## src/rtl/sldd_pkg.sv

```systemverilog
package sldd_pkg;

    typedef enum logic [1:0] {
        ST_IDLE   = 2'd0,
        ST_FAULT  = 2'd1,
        ST_TOKEN  = 2'd2,
        ST_NORMAL = 2'd3
    } sldd_state_e;

    typedef enum logic [1:0] {
        PG_CACHED   = 2'd0,
        PG_UNCACHED = 2'd1,
        PG_LIMSPEC  = 2'd2,
        PG_RSVD     = 2'd3
    } sldd_page_e;

endpackage

```

## src/rtl/sldd_prio_pick.sv

```systemverilog
module sldd_prio_pick #(
    parameter int NCOND  = 8,
    parameter int CODE_W = $clog2(NCOND)
) (
    input  logic [NCOND-1:0]  req,
    output logic              any_o,
    output logic [CODE_W-1:0] code_o
);

    logic [NCOND-1:0] first;

    for (genvar i = 0; i < NCOND; i++) begin : g_first
        if (i == 0) begin : g_top
            assign first[i] = req[i];
        end else begin : g_rest
            assign first[i] = req[i] & ~(|req[i-1:0]);
        end
    end

    assign any_o = |req;

    always_comb begin
        code_o = '0;
        for (int i = 0; i < NCOND; i++) begin
            if (first[i]) begin
                code_o = code_o | CODE_W'(i);
            end
        end
    end

    always_comb begin
        a_single_winner_r2 : assert ($onehot0(first));
    end

endmodule

```

## src/rtl/sldd_oneshot.sv

```systemverilog
module sldd_oneshot (
    input  logic clk,
    input  logic rst_n,
    input  logic wr_en,
    input  logic wr_val,
    input  logic consume,
    output logic q
);

    always_ff @(posedge clk) begin
        if (!rst_n) begin
            q <= 1'b0;
        end else if (wr_en) begin
            q <= wr_val;
        end else if (consume) begin
            q <= 1'b0;
        end
    end

    p_oneshot_clear_r9 : assert property (@(posedge clk) disable iff (!rst_n)
        (consume && !wr_en) |=> !q);

    p_sw_write_r10 : assert property (@(posedge clk) disable iff (!rst_n)
        wr_en |=> (q == $past(wr_val)));

    p_hold_r9 : assert property (@(posedge clk) disable iff (!rst_n)
        (!consume && !wr_en) |=> $stable(q));

endmodule

```

## src/rtl/sldd_decide.sv

```systemverilog
module sldd_decide #(
    parameter int CODE_W = 3
) (
    input  logic              clk,
    input  logic              rst_n,
    input  logic              ld_valid,
    input  logic              ld_spec,
    input  logic              any_cond,
    input  logic              live_any,
    input  logic [CODE_W-1:0] live_code,
    input  logic [1:0]        page_attr,
    input  logic              code_defer_ok,
    input  logic              spont_en,
    input  logic              spont_allow,
    input  logic              ed_q,
    output logic              consume,
    output logic              res_fault,
    output logic              res_token,
    output logic              res_normal,
    output logic [CODE_W-1:0] fault_code,
    output logic              isr_spec,
    output logic              isr_ed
);
    import sldd_pkg::*;

    sldd_state_e state_q, state_d;
    sldd_page_e  page;

    assign page    = sldd_page_e'(page_attr);
    assign consume = ld_valid && ld_spec && ed_q;

    // Decision order: one-shot, live fault, non-speculative complete,
    // masked conditions, page attribute, spontaneous policy.
    always_comb begin
        state_d = ST_IDLE;
        if (ld_valid) begin
            if (ld_spec && ed_q) begin
                state_d = ST_TOKEN;
            end else if (live_any) begin
                state_d = ST_FAULT;
            end else if (!ld_spec) begin
                state_d = ST_NORMAL;
            end else if (any_cond) begin
                state_d = ST_TOKEN;
            end else if (page != PG_CACHED) begin
                state_d = ST_TOKEN;
            end else if (spont_en && spont_allow) begin
                state_d = ST_TOKEN;
            end else begin
                state_d = ST_NORMAL;
            end
        end
    end

    always_ff @(posedge clk) begin
        if (!rst_n) begin
            state_q    <= ST_IDLE;
            fault_code <= '0;
            isr_spec   <= 1'b0;
            isr_ed     <= 1'b0;
        end else begin
            state_q <= state_d;
            if (state_d == ST_FAULT) begin
                fault_code <= live_code;
                isr_spec   <= ld_spec;
                isr_ed     <= code_defer_ok;
            end
        end
    end

    always_comb begin
        res_fault  = 1'b0;
        res_token  = 1'b0;
        res_normal = 1'b0;
        unique case (state_q)
            ST_IDLE:   ;
            ST_FAULT:  res_fault  = 1'b1;
            ST_TOKEN:  res_token  = 1'b1;
            ST_NORMAL: res_normal = 1'b1;
            default:   ;
        endcase
    end

    p_onehot_r1 : assert property (@(posedge clk) disable iff (!rst_n)
        $onehot0({res_fault, res_token, res_normal}));

    p_respond_r1 : assert property (@(posedge clk) disable iff (!rst_n)
        ld_valid |=> (res_fault || res_token || res_normal));

    p_quiet_r1 : assert property (@(posedge clk) disable iff (!rst_n)
        !ld_valid |=> !(res_fault || res_token || res_normal));

    p_ns_no_token_r7 : assert property (@(posedge clk) disable iff (!rst_n)
        (ld_valid && !ld_spec) |=> !res_token);

    p_oneshot_token_r9 : assert property (@(posedge clk) disable iff (!rst_n)
        (ld_valid && ld_spec && ed_q) |=> res_token);

    p_isr_hold_r8 : assert property (@(posedge clk) disable iff (!rst_n)
        !res_fault |-> (isr_spec == $past(isr_spec) || $past(!rst_n)));

endmodule

```

## src/rtl/spec_ld_defer_unit.sv

```systemverilog
module spec_ld_defer_unit #(
    parameter int NCOND  = 8,
    localparam int CODE_W = $clog2(NCOND)
) (
    input  logic              clk,
    input  logic              rst_n,
    input  logic              ld_valid,
    input  logic              ld_spec,
    input  logic [NCOND-1:0]  cond_hit,
    input  logic [NCOND-1:0]  cond_precl,
    input  logic [NCOND-1:0]  cond_dcr,
    input  logic [1:0]        page_attr,
    input  logic              code_defer_ok,
    input  logic              spont_en,
    input  logic              spont_allow,
    input  logic              sw_wr_en,
    input  logic              sw_wr_val,
    output logic              res_fault,
    output logic              res_token,
    output logic              res_normal,
    output logic [CODE_W-1:0] fault_code,
    output logic              isr_spec,
    output logic              isr_ed,
    output logic              defer_bit
);

    logic [NCOND-1:0]  live_vec;
    logic              live_any;
    logic [CODE_W-1:0] live_code;
    logic              consume;

    // Control-register deferral only removes conditions of speculative loads.
    assign live_vec = cond_hit & ~cond_precl & (ld_spec ? ~cond_dcr : '1);

    sldd_prio_pick #(.NCOND(NCOND), .CODE_W(CODE_W)) u_pick (
        .req    (live_vec),
        .any_o  (live_any),
        .code_o (live_code)
    );

    sldd_oneshot u_oneshot (
        .clk     (clk),
        .rst_n   (rst_n),
        .wr_en   (sw_wr_en),
        .wr_val  (sw_wr_val),
        .consume (consume),
        .q       (defer_bit)
    );

    sldd_decide #(.CODE_W(CODE_W)) u_decide (
        .clk           (clk),
        .rst_n         (rst_n),
        .ld_valid      (ld_valid),
        .ld_spec       (ld_spec),
        .any_cond      (|cond_hit),
        .live_any      (live_any),
        .live_code     (live_code),
        .page_attr     (page_attr),
        .code_defer_ok (code_defer_ok),
        .spont_en      (spont_en),
        .spont_allow   (spont_allow),
        .ed_q          (defer_bit),
        .consume       (consume),
        .res_fault     (res_fault),
        .res_token     (res_token),
        .res_normal    (res_normal),
        .fault_code    (fault_code),
        .isr_spec      (isr_spec),
        .isr_ed        (isr_ed)
    );

    p_fault_code_r2 : assert property (@(posedge clk) disable iff (!rst_n)
        (ld_valid && live_any && !(ld_spec && defer_bit)) |=> (res_fault && fault_code == $past(live_code)));

endmodule

```

## config.mk

```make
export PLATFORM = sky130hd
export DESIGN_NAME = spec_ld_defer_unit
export DESIGN_NICKNAME = d
export VERILOG_FILES = /design/src/rtl/sldd_pkg.sv /design/src/rtl/sldd_prio_pick.sv /design/src/rtl/sldd_oneshot.sv /design/src/rtl/sldd_decide.sv /design/src/rtl/spec_ld_defer_unit.sv
export SDC_FILE = /design/constraint.sdc
export NUM_CORES = 1
export LEC_CHECK = 0
export ABC_AREA = 1
export BUFFER_PORTS_ARGS = -buffer_cell sky130_fd_sc_hd__buf_2
export CORE_MARGIN = 4
export CORE_UTILIZATION = 43
export DETAILED_ROUTE_END_ITERATION = 8
export GPL_TIMING_DRIVEN = 1
export PLACE_DENSITY = 0.88
export SETUP_SLACK_MARGIN = 0.5
export SKIP_CTS_REPAIR_TIMING = 1
export SLEW_MARGIN = 0
export SYNTH_ARGS = -nofsm -noshare
export SYNTH_HDL_FRONTEND = slang
export SYNTH_HIERARCHICAL = 1
export SYNTH_SLANG_ARGS = --single-unit
```

## constraint.sdc

```tcl
create_clock -name clk -period 2 [get_ports clk]
set_clock_uncertainty 0.15 [all_clocks]
set_input_delay 0.2 -clock clk [delete_from_list [all_inputs] [get_ports clk]]
set_output_delay 0.2 -clock clk [all_outputs]
set_load 0.02 [all_outputs]
```

==> impl_results.md <==
- Remaining antenna violation count: 0
- Achievable frequency: 722 MHz
- Kind of end point of the critical path: flop
- Post-Syn Area: 661 µm²
- Synth top area share: 24.2%
- TritonCTS clock tree: yes
- Antenna diode count: 0
- Worst hold path type: input port to flop
- Chip height: 47.2 µm
- EDFF count, synth: 0
- Fin worst setup slack: 0.614 ns
- Post-synthesis sequential area ratio: 24.2%
- Slew Limit Fails: 0
- Power density cells: 492 nW/µm²
- Tcrit/Tclk final: 69.3%
- Syn_area_per_cell: 5.60 µm²
- Die W: 47.2 µm
- Area of the core: 1370 µm²
- Post-DP HPWL: 1.41 mm
- Post-synth ARST share: 0%
- Routed vias: 807
- First-pass GRT wire length: 2.50 mm
- Tmin final: 1.39 ns
- Largest net degree at the start of global routing: 13
- Synthesized instance count: 118
- Clock sink total: 8
- Root Driver: clkbuf_4
- Drt first pass iters: 4
- Critical path class: input port to flop
- Dpl ws: 0.235 ns
- Clk_lat worst skew: 0.25 ns
- Initial Util: 48.4%
- Cell taking the most area after synthesis: dfxtp_1
- Post-synthesis mux area share: 0%
- Ports: 44
- Vias in the first global route: 647
- Synth cell types: 17
- Sum Neg Setup Slack: 0 ns
- Num rows: 13
- Status: finished, final reports clean
- Syn Nets: 153
- Total gr overflow: 0
- CP Launch Type: input port
- Layout cell share with drive strength beyond 1: 40.5%
- Tot GR Track Use: 16.3%
- # fillers: 134
- WL final: 1.69 mm
- Port bufs: 43
- Initial DRC Count: 13
- Initial antenna violation count: 0
- Final core occ: 67.2%
- Worst-margin pin slew: 0.228 ns
- Setup violators final: 0
- Synthesized-area fraction occupied by adder cells: 0%
- Final std cells w/o fill: 178
- H-Tree Depth: 1
- Prevailing post-synth register cell: dfxtp_1
- Placer Congestion: 0.786
- Nets: 200
- Die area: 2230 µm²
- Data required, critical path: 1.99 ns
- Post-Synth XOR/XNOR Area: 0%
- Lkg Pwr: 0.544 nW
- Unrepaired setup endpoints after global routing: no
- Clk slew on worst S/H paths: 0.05 ns
- Cell count after placement: 174
- Cts bufs inserted: 3
- Synth top area cells: dfxtp_1, nand2_1, inv_1
- Maximum capacitance violations: 0
- Vias per cell: 4.53
- Slew margin rel.: 84.7%
- CTS Buffer Depth: 2
- Simple-Gate Fraction of Synth Area: 51.3%
- Largest fanout on the critical path: 12
- Routed WL per cell: 9.52 µm
- Syn. warnings: 6
- Main combinational cell family by area after synthesis: simple AND/OR/NAND/NOR gates
- Post-route DRC violation count: 0
- Final Hold Fails: 0
- Area delta synth->final: 39.0%
- Post-synthesis sequential element count: 8
- VDD IR max: 0.000270 V
- Synth Area in Compound Gates: 8.33%
- Critical path arrival: 1.37 ns
==> flip-flops by register name (all words and copies together) (netlist names) <==
signal and count:
u_oneshot/q 1, u_decide/fault_code 3, u_decide/isr_spec 1, u_decide/state_q 2, u_decide/isr_ed 1
==> metal layers <==
| metal | vias to the layer above | global-route usage [%] | part of all wire [%] |
|---|---|---|---|
| li1 | 445 | - | - |
| met1 | 330 | 18.6 | 39 |
| met2 | 28 | 27.4 | 50 |
| met3 | 4 | 5.75 | 10 |
| met4 | 0 | 6.63 | 1.4 |
| met5 | - | 0 | 0 |
==> worst paths after layout <==
kind | cells after the start | end | slack [ns] | start
worst max-delay path | 12 | u_decide/state_q[0] | 0.61 | ld_spec
worst min-delay path | 3 | u_oneshot/q | 0.03 | sw_wr_en
worst max register to register | 5 | u_oneshot/q | 0.92 | u_oneshot/q
worst min register to register | 2 | u_decide/fault_code[0] | 0.31 | u_decide/fault_code[0]
==> cells in the final DEF, fill, tap and decap left out <==
master,count
buf_2,42
nand2_1,34
inv_1,22
nor2_1,16
dfxtp_1,8
nor2_2,7
nand2_2,7
a21oi_1,7
nand4_1,5
clkbuf_4,3
buf_4,2
inv_2,2
nand3_2,2
nand3_1,2
a211oi_1,1
o21ai_0,1
a21boi_0,1
nor3_2,1
==> cells in the mapped netlist, types with 2 or more instances <==
master,number
nor2_2,7
nand2_1,35
nand3_2,2
nand3_1,2
nand2_2,6
a21oi_1,7
inv_2,2
nor2_1,16
dfxtp_1,8
inv_1,22
nand4_1,5
==> where the power goes <==
group	total (W)	internal, W	leakage, nW	switching, W
logic	0.000157	0.0000667	0.464	0.0000900
registers	0.000177	0.000170	0.0657	0.00000630
clock network	0.000119	0.0000683	0.0138	0.0000505
total	0.000452	0.000305	0.544	0.000147
==> final cells by class <==
type	count	area, µm²	share of cell area (%)
Clock buffer	3	22.5	2.45
Inverter	24	90.1	9.81
Multi-Input combinational cell	84	402	43.7
Sequential cell	8	160	17.4
Tap cell	15	18.8	2.04
Timing Repair Buffer	44	225	24.5
==> worst max-delay path, stage by stage <==
cell	delay, ns
buf_4	0.17
nand2_2	0.06
nand2_1	0.07
nor2_2	0.04
inv_1	0.07
nand2_1	0.08
nor3_2	0.23
nand2_2	0.16
nor2_1	0.13
nand2_1	0.06
nand2_1	0.06
nor2_1	0.04
==> through the flow <==
step	instance area, µm²	total power, W	hold WS [ns]
3_5_place_dp	878	0.000330	0.289
4_1_cts	901	0.000452	0.0256
2_1_floorplan	661	0.000271	0.167
3_3_place_gp	878	0.000324	0.273
6_report	918	0.000452	0.0293
5_1_grt	918	0.000486	0.0453
==> cell families (layout without fill, tap and decap cells) <==
kind of cell	Yosys count	count (layout)
AND/OR/NAND/NOR	74	74
AO/OA/AOI/OAI	10	10
flip-flops	8	8
buffers and inverters	26	71
Power figures use the tool's default switching activity.
